`config.mk`:
```
export PLATFORM = sky130hd
export DESIGN_NAME = tmr8_cmpclr
export DESIGN_NICKNAME = d
export VERILOG_FILES = /design/src/rtl/tmr8_pkg.sv /design/src/rtl/tmr8_core.sv /design/src/rtl/tmr8_irq.sv /design/src/rtl/tmr8_regs.sv /design/src/rtl/tmr8_cmpclr.sv
export SDC_FILE = /design/constraint.sdc
export NUM_CORES = 1
export LEC_CHECK = 0
export ABC_AREA = 1
export BUFFER_PORTS_ARGS = -buffer_cell sky130_fd_sc_hd__buf_4
export CORE_UTILIZATION = 60
export DETAILED_ROUTE_END_ITERATION = 8
export HOLD_SLACK_MARGIN = 0.05
export PLACE_DENSITY = 0.85
export SLEW_MARGIN = 0
export SYNTH_ARGS = -nofsm -noshare
export SYNTH_HDL_FRONTEND = slang
export SYNTH_SLANG_ARGS = --single-unit
```
`constraint.sdc`:
```
create_clock -name clk -period 3 [get_ports clk]
set_input_delay 0.6 -clock clk [delete_from_list [all_inputs] [get_ports clk]]
set_output_delay 0.6 -clock clk [all_outputs]
set_load 0.05 [all_outputs]
```
`src/rtl/tmr8_pkg.sv`:
```
package tmr8_pkg;
  localparam int DW = 8;
  localparam int AW = 8;
  localparam logic [AW-1:0] A_CMP = 8'h2D;
  localparam logic [AW-1:0] A_FLG = 8'h38;
  localparam logic [AW-1:0] A_MSK = 8'h39;
  localparam logic [AW-1:0] A_CNT = 8'h2F;
  localparam logic [AW-1:0] A_CTL = 8'h30;
  localparam int BIT_CMP = 6;
  localparam int BIT_OVF = 2;
  localparam int BIT_CLR = 0;
endpackage

```
`src/rtl/tmr8_core.sv`:
```
module tmr8_core #(
  parameter int W = 8
) (
  input  logic         clk,
  input  logic         rst_n,
  input  logic         cnt_en,
  input  logic         clr_mode,
  input  logic         cnt_wr,
  input  logic [W-1:0] wdata,
  input  logic [W-1:0] cmp_val,
  output logic [W-1:0] cnt,
  output logic         match_evt,
  output logic         ovf_evt
);
  localparam logic [W-1:0] TOP = {W{1'b1}};

  logic [W-1:0] cnt_q, cnt_d, step_val;
  logic         at_match_q, at_match_d;
  logic         step, clear_now;

  always_comb begin
    step      = cnt_en && !cnt_wr;
    clear_now = clr_mode && at_match_q;
    step_val  = clear_now ? '0 : cnt_q + 1'b1;
    match_evt = step && (step_val == cmp_val);
    ovf_evt   = step && !clear_now && (cnt_q == TOP);
    cnt_d      = cnt_q;
    at_match_d = at_match_q;
    if (cnt_wr) begin
      cnt_d      = wdata;
      at_match_d = 1'b0;
    end else if (step) begin
      cnt_d      = step_val;
      at_match_d = match_evt;
    end
  end

  always_ff @(posedge clk or negedge rst_n) begin
    if (!rst_n) begin
      cnt_q      <= '0;
      at_match_q <= 1'b0;
    end else begin
      cnt_q      <= cnt_d;
      at_match_q <= at_match_d;
    end
  end

  assign cnt = cnt_q;

  a_r3_hold: assert property (@(posedge clk) disable iff (!rst_n)
    (!cnt_en && !cnt_wr) |=> $stable(cnt_q));
  a_r4_load: assert property (@(posedge clk) disable iff (!rst_n)
    cnt_wr |=> (cnt_q == $past(wdata)));
  a_r6_no_match_on_load: assert property (@(posedge clk) disable iff (!rst_n)
    cnt_wr |-> (!match_evt && !ovf_evt));
  a_r7_clear: assert property (@(posedge clk) disable iff (!rst_n)
    (clr_mode && at_match_q && cnt_en && !cnt_wr) |=> (cnt_q == '0));
  a_r8_clear_no_ovf: assert property (@(posedge clk) disable iff (!rst_n)
    (clr_mode && at_match_q) |-> !ovf_evt);
endmodule

```
`src/rtl/tmr8_irq.sv`:
```
module tmr8_irq
  import tmr8_pkg::*;
#(
  parameter int W = 8
) (
  input  logic         clk,
  input  logic         rst_n,
  input  logic         match_evt,
  input  logic         ovf_evt,
  input  logic         msk_wr,
  input  logic         flg_wr,
  input  logic [W-1:0] wdata,
  input  logic         gie,
  output logic [W-1:0] msk_rd,
  output logic [W-1:0] flg_rd,
  output logic         irq_cmp,
  output logic         irq_ovf
);
  logic [W-2:0] msk_q, msk_d;
  logic         fc_q, fc_d, fo_q, fo_d;
  logic         clr_c, clr_o;

  always_comb begin
    msk_d = msk_wr ? wdata[W-2:0] : msk_q;
    clr_c = flg_wr && wdata[BIT_CMP];
    clr_o = flg_wr && wdata[BIT_OVF];
    fc_d  = match_evt ? 1'b1 : (clr_c ? 1'b0 : fc_q);
    fo_d  = ovf_evt   ? 1'b1 : (clr_o ? 1'b0 : fo_q);
  end

  always_ff @(posedge clk or negedge rst_n) begin
    if (!rst_n) begin
      msk_q <= '0;
      fc_q  <= 1'b0;
      fo_q  <= 1'b0;
    end else begin
      msk_q <= msk_d;
      fc_q  <= fc_d;
      fo_q  <= fo_d;
    end
  end

  always_comb begin
    msk_rd = {1'b0, msk_q};
    flg_rd = '0;
    flg_rd[BIT_CMP] = fc_q;
    flg_rd[BIT_OVF] = fo_q;
  end

  assign irq_cmp = gie && msk_q[BIT_CMP] && fc_q;
  assign irq_ovf = gie && msk_q[BIT_OVF] && fo_q;

  a_r9_hw_wins: assert property (@(posedge clk) disable iff (!rst_n)
    match_evt |=> fc_q);
  a_r9_w1c: assert property (@(posedge clk) disable iff (!rst_n)
    (clr_c && !match_evt) |=> !fc_q);
  a_r9_zero_keeps: assert property (@(posedge clk) disable iff (!rst_n)
    (!clr_o && !ovf_evt) |=> (fo_q == $past(fo_q)));
  a_r10_level: assert property (@(posedge clk) disable iff (!rst_n)
    (irq_cmp && gie && !clr_c && !msk_wr) |=> irq_cmp || !gie);
endmodule

```
`src/rtl/tmr8_regs.sv`:
```
module tmr8_regs
  import tmr8_pkg::*;
#(
  parameter int W  = 8,
  parameter int AW = 8
) (
  input  logic          clk,
  input  logic          rst_n,
  input  logic          bus_we,
  input  logic [AW-1:0] bus_addr,
  input  logic [W-1:0]  bus_wdata,
  input  logic [W-1:0]  cnt,
  input  logic [W-1:0]  msk_rd,
  input  logic [W-1:0]  flg_rd,
  output logic          cnt_wr,
  output logic          msk_wr,
  output logic          flg_wr,
  output logic [W-1:0]  cmp_val,
  output logic          clr_mode,
  output logic [W-1:0]  rdata
);
  logic [W-1:0] cmp_q, cmp_d;
  logic         ctl_q, ctl_d;
  logic         cmp_wr, ctl_wr;

  always_comb begin
    cnt_wr = bus_we && (bus_addr == A_CNT);
    cmp_wr = bus_we && (bus_addr == A_CMP);
    msk_wr = bus_we && (bus_addr == A_MSK);
    flg_wr = bus_we && (bus_addr == A_FLG);
    ctl_wr = bus_we && (bus_addr == A_CTL);
    cmp_d  = cmp_wr ? bus_wdata : cmp_q;
    ctl_d  = ctl_wr ? bus_wdata[BIT_CLR] : ctl_q;
  end

  always_ff @(posedge clk or negedge rst_n) begin
    if (!rst_n) begin
      cmp_q <= '1;
      ctl_q <= 1'b0;
    end else begin
      cmp_q <= cmp_d;
      ctl_q <= ctl_d;
    end
  end

  always_comb begin
    rdata = '0;
    case (bus_addr)
      A_CMP:   rdata = cmp_q;
      A_CNT:   rdata = cnt;
      A_MSK:   rdata = msk_rd;
      A_FLG:   rdata = flg_rd;
      A_CTL:   rdata[BIT_CLR] = ctl_q;
      default: rdata = '0;
    endcase
  end

  assign cmp_val  = cmp_q;
  assign clr_mode = ctl_q;

  a_r2_flag_rsv: assert property (@(posedge clk) disable iff (!rst_n)
    (bus_addr == A_FLG) |-> (rdata[W-1] == 1'b0 && rdata[0] == 1'b0));
  a_r2_mask_rsv: assert property (@(posedge clk) disable iff (!rst_n)
    (bus_addr == A_MSK) |-> (rdata[W-1] == 1'b0));
  a_r6_cmp_write_only: assert property (@(posedge clk) disable iff (!rst_n)
    cmp_wr |=> (cmp_q == $past(bus_wdata)));
endmodule

```
`src/rtl/tmr8_cmpclr.sv`:
```
module tmr8_cmpclr
  import tmr8_pkg::*;
(
  input  logic          clk,
  input  logic          rst_n,
  input  logic          cnt_en,
  input  logic          gie,
  input  logic          bus_we,
  input  logic [AW-1:0] bus_addr,
  input  logic [DW-1:0] bus_wdata,
  output logic [DW-1:0] bus_rdata,
  output logic          irq_cmp,
  output logic          irq_ovf
);
  logic [DW-1:0] cnt, cmp_val, msk_rd, flg_rd;
  logic          cnt_wr, msk_wr, flg_wr, clr_mode, match_evt, ovf_evt;

  tmr8_regs #(.W(DW), .AW(AW)) u_regs (
    .clk(clk), .rst_n(rst_n), .bus_we(bus_we), .bus_addr(bus_addr),
    .bus_wdata(bus_wdata), .cnt(cnt), .msk_rd(msk_rd), .flg_rd(flg_rd),
    .cnt_wr(cnt_wr), .msk_wr(msk_wr), .flg_wr(flg_wr), .cmp_val(cmp_val),
    .clr_mode(clr_mode), .rdata(bus_rdata)
  );

  tmr8_core #(.W(DW)) u_core (
    .clk(clk), .rst_n(rst_n), .cnt_en(cnt_en), .clr_mode(clr_mode),
    .cnt_wr(cnt_wr), .wdata(bus_wdata), .cmp_val(cmp_val), .cnt(cnt),
    .match_evt(match_evt), .ovf_evt(ovf_evt)
  );

  tmr8_irq #(.W(DW)) u_irq (
    .clk(clk), .rst_n(rst_n), .match_evt(match_evt), .ovf_evt(ovf_evt),
    .msk_wr(msk_wr), .flg_wr(flg_wr), .wdata(bus_wdata), .gie(gie),
    .msk_rd(msk_rd), .flg_rd(flg_rd), .irq_cmp(irq_cmp), .irq_ovf(irq_ovf)
  );

  a_r10_needs_gie: assert property (@(posedge clk) disable iff (!rst_n)
    !gie |-> (!irq_cmp && !irq_ovf));
  a_r11_needs_mask: assert property (@(posedge clk) disable iff (!rst_n)
    !msk_rd[BIT_OVF] |-> !irq_ovf);
endmodule

```
**Word-level counts from Yosys, hierarchy flattened**

Index checks and enable logic that the tools add are counted.

- Flip-flop bits (word level): 27
- Bits of input ports: 21
- Output and inout port bits: 10
- Word-level logic and storage cells: 47

- Add/sub/neg operators: 1
- Equal/unequal tests: 7
- Muxes and demuxes: 11
- Reductions and logical operators: 21

Operators by type and width:

| cell | count |
|---|---|
| $eq 8x6->1 const B | 5 |
| $pmux 7 s4 | 1 |
| $mux 8 | 3 |
| $logic_and 1x1->1 | 16 |
| $add 8x1->8 const B | 1 |
| $eq 8x8->1 | 1 |
| $eq 8x8->1 const B | 1 |
| $mux 1 | 6 |
| $reduce_bool 2->1 | 3 |
| $pmux 1 s4 | 1 |
| $logic_not 1->1 | 2 |

**Logic depth before layout (Yosys ltp)**

- Depth after elaboration: 7
- Mapped depth: 11
- Depth with buffers taken out: 11

**Cells and area by module**

From an unflattened synthesis, not the netlist that was laid out.

- Cells, all modules: 293
- Area, all modules: 2040.7 um^2

Modules (own cells, without submodules):

| module | instances | cells each | area each (um^2) | seq. area each (um^2) |
|---|---|---|---|---|
| tmr8_regs | 1 | 117 | 807.0 | 235.2 |
| tmr8_core | 1 | 122 | 789.5 | 225.2 |
| tmr8_irq | 1 | 54 | 444.2 | 225.2 |

**Least setup slack after synthesis**

No wires, ideal clock.

- Path kind: input port to output port
- Start: input bus_addr[7]
- End: output bus_rdata[0]
- Arrival: 2202 ps
- Required time: 2400 ps
- Slack: 198 ps
- Stages on the path: 5
- Cells stage by stage: inv_1 > nand4_2 > nor3_4 > inv_2 > o21ai_0

- Longest elaborated chain between the ends: 2
- Elaborated cells between the ends (all ways): 5
- Classes of those cells: eq/ne: 4; mux: 1

RTL lines:

| element | line | text |
|---|---|---|
| start, declared | tmr8_cmpclr.sv:9 | `input logic [AW-1:0] bus_addr,` |
| $eq 8x6->1 | tmr8_regs.sv:48 | `case (bus_addr)` |
| $pmux 1 s4 (*) | tmr8_regs.sv:48 |  |
| end, declared | tmr8_cmpclr.sv:11 | `output logic [DW-1:0] bus_rdata,` |

Mark *: on every way between the ends. The rest lies on a longest branch, timed or not.

**Worst setup path in the final report**

- Start: input bus_addr[7]
- End: output bus_rdata[6]

- Longest elaborated chain between the ends: 2
- Elaborated cells between the ends (all ways): 5
- Classes of those cells: eq/ne: 4; mux: 1

RTL lines:

| element | line |
|---|---|
| $eq 8x6->1 | tmr8_regs.sv:48 |
| $pmux 7 s4 (*) | tmr8_regs.sv:48 |

Marks and branches as above.

==> run_results.csv <==
group,metric,value,unit
status,outcome,"finished, final reports clean",
logic_synthesis,synth_top_area_share,27.4,%
timing,setup_ws,0.578,ns
critical_path,worst_ep_required_time,2.40,ns
clock_network,cts_buffers,3,
drt,drtIter0Drc,88,
clock_network,h-tree-depth,1,
logic_synthesis,avgSynthCellArea,7.30,µm²
cells_and_area,final_cells,299,
cells_and_area,nFillCells,251,
cells_and_area,drive_gt1_share,20.1,%
grt,grt_usage,27.4,%
clock_network,path_clk_slew,0.15,ns
drt,totalWireLength,3970,µm
clock_network,cts-hold-fix-buffers,0,
logic_synthesis,synth_seq_cells,27,
logic_synthesis,syn_inst,238,
power,ir_drop,0.000511,V
place,dp_hpwl,2990,µm
cells_and_area,antenna_cells,0,
grt,grt_start_max_net_pins,28,
floorplan,initial_utilization,63.0,%
timing,max_slew_margin,65.1,%
grt,grt_pass1_vias,1540,
drt,drtAntennaViolNets,0,
logic_synthesis,synthArstFlopShare,100,%
critical_path,crit_family,"simple AND/OR/NAND/NOR gates",
place,place_inst,295,
grt,grt_pass1_wl,6810,µm
cells_and_area,nets,291,
logic_synthesis,ys_top_cells_by_count,"nand2_1 (80), inv_1 (35), dfrtp_1 (19)",
floorplan,die_h,55.8,µm
logic_synthesis,syn_nets,260,
drt,viasPerCell,5.65,
timing,whs,0.151,ns
clock_network,clockBufferDepth,2,
logic_synthesis,synth.area.top_cells,"dfrtp_1 (27%), nand2_1 (17%), dfstp_2 (12%)",
cells_and_area,area_delta_synth_final,15.0,%
logic_synthesis,yosysTopAreaCell,"dfrtp_1",
timing,rsz0062_at_grt,"no",
critical_path,worstSetupStartpointType,"primary input",
hold_path,worstHoldPathType,"in2async",
drt,via_count,1690,
logic_synthesis,synth_flop_cell,"dfrtp_1",
floorplan,core_region_area,2760,µm²
timing,finClkSkew,0.00173,ns
flow_run,drv_cap,0,
critical_path,worstSetupStartpoint,"bus_addr[7]",
critical_path,crit_path_top_delay_cell,"nand2_1",
critical_path,crit_path_max_fanout,8,
clock_network,clock-sinks,27,
timing,hold_viol,0,
timing,tightest_slew,0.522,ns
cells_and_area,fin_area,2000,µm²
clock_network,postCtsSetupRepairBufs,0,
drt,drt-wirelength-per-cell,13.3,µm
grt,grt-ovfl-total,0,
critical_path,worst_ep_arrival_time,1.82,ns
timing,finalSetupTns,0,ns
clock_network,cts_resized,0,
floorplan,die_x,55.8,µm
critical_path,worstSetupPathType,"in2out",
drt,drc,0,
power,leakagePower,0.000976,µW
timing,slew_viol_final,0,
critical_path,r2r_start,"u_regs.clr_mode",
critical_path,end_kind,"output pin",
floorplan,rows,19,
critical_path,path_buf_inv,3,
timing,setup_viol,0,
clock_network,cts_tree,"built",
place,place_ws,0.595,ns
grt,antenna_found_initial,0,
logic_synthesis,yosysSeqAreaShare,39.5,%
critical_path,slowest_delay,0.25,ns
logic_synthesis,yosysWarnings,0,
floorplan,io-pin-count,31,
logic_synthesis,syn-cell-area,1740,µm²
floorplan,dieArea,3110,µm²
place,dpl_cell_area,1970,µm²
logic_synthesis,synth_edf_count,0,
power,powerDensity,476,nW/µm²
timing,fin_crit_sh,80.7,%
logic_synthesis,synth_cell_type_count,31,
drt,drtPass1Iterations,4,
logic_synthesis,yosysMostFrequentCell,"nand2_1",
place,portBuffers,30,
place,place.gp.congestion,0.938,
timing,max_clock_freq,413,MHz
critical_path,crit_path_cell_trace,"buf_4, inv_1, nand2_1, nor2_4, nand2_1, o22ai_1, a21oi_1, o21ai_0, buf_4",
clock_network,root_buffer,"clkbuf_4",
clock_network,clk_latency,0.32,ns
timing,fin_crit,2.42,ns
[layer usage]
layer,part of all wire (%),vias to the layer above,GRT usage (%)
li1,-,850,-
met1,45,767,38.8
met2,46,69,44.9
met3,8.6,4,2.33
met4,0.40,0,8.21
met5,0,-,0
[cells in the final DEF, fill, tap and decap left out, drive strengths merged]
master / count
o21a: 5
buf: 30
nor4: 1
o221ai: 11
nand2: 82
o22ai: 4
nor2: 16
nand4: 7
clkinvlp: 1
or2: 1
ha: 1
clkbuf: 3
inv: 38
o21ai: 17
nand3: 17
o211ai: 1
a21oi: 4
nor3: 2
dfstp: 8
dfrtp: 19
[path summary, 6_finish.rpt]
| kind | to | slack [ns] | cells past startpoint |
|---|---|---|---|
| worst max-delay path | bus_rdata[6] | 0.58 | 9 |
| worst min-delay path | u_irq.msk_q[6] | 0.15 | 1 |
| worst max register to register | u_irq.fc_q | 1.34 | 9 |
| worst min register to register | u_regs.cmp_val[1] | 0.51 | 2 |
| max in group asynchronous | u_regs.cmp_val[0] | 2.54 | 1 |
| min in group clk | u_irq.msk_q[0] | 0.48 | 3 |
[flip-flops by register name, summed over array words and instances (netlist names)]
signal,count
u_core.at_match_q,1
u_core.cnt,8
u_irq.msk_q,7
u_regs.clr_mode,1
u_irq.fo_q,1
u_regs.cmp_val,8
u_irq.fc_q,1
[where the power goes]
part / internal [µW] / switching (µW) / total, µW
Sequential: 423 / 71.8 / 495
Clock: 50.9 / 112 / 162
Combinational: 115 / 178 / 293
[cell families after synthesis]
logic type	share of synthesized area, %
buffers and inverters	10.2
adder cells (fa/ha/maj)	0.720
flip-flops	39.5
AO/OA/AOI/OAI	15.6
AND/OR/NAND/NOR	34.0
[stage by stage]
| stage | util [%] | power, µW |
|---|---|---|
| floorplan | - | 702 |
| global route | 72.4 | 1010 |
| detailed placement | 71.3 | 788 |
| CTS | 72.4 | 949 |
| global placement | 71.3 | 781 |
| finish | 72.4 | 951 |
[final cells by class]
type | instances | area (µm²) | area share (%)
inverters | 38 | 143 | 7.14
clock inverters | 1 | 7.51 | 0.376
multi-input cells | 169 | 875 | 43.8
repair buffers | 30 | 225 | 11.3
flip-flops and latches | 27 | 686 | 34.3
clock buffers | 3 | 22.5 | 1.13
well taps | 31 | 38.8 | 1.94
(Power assumes the default switching activity.)
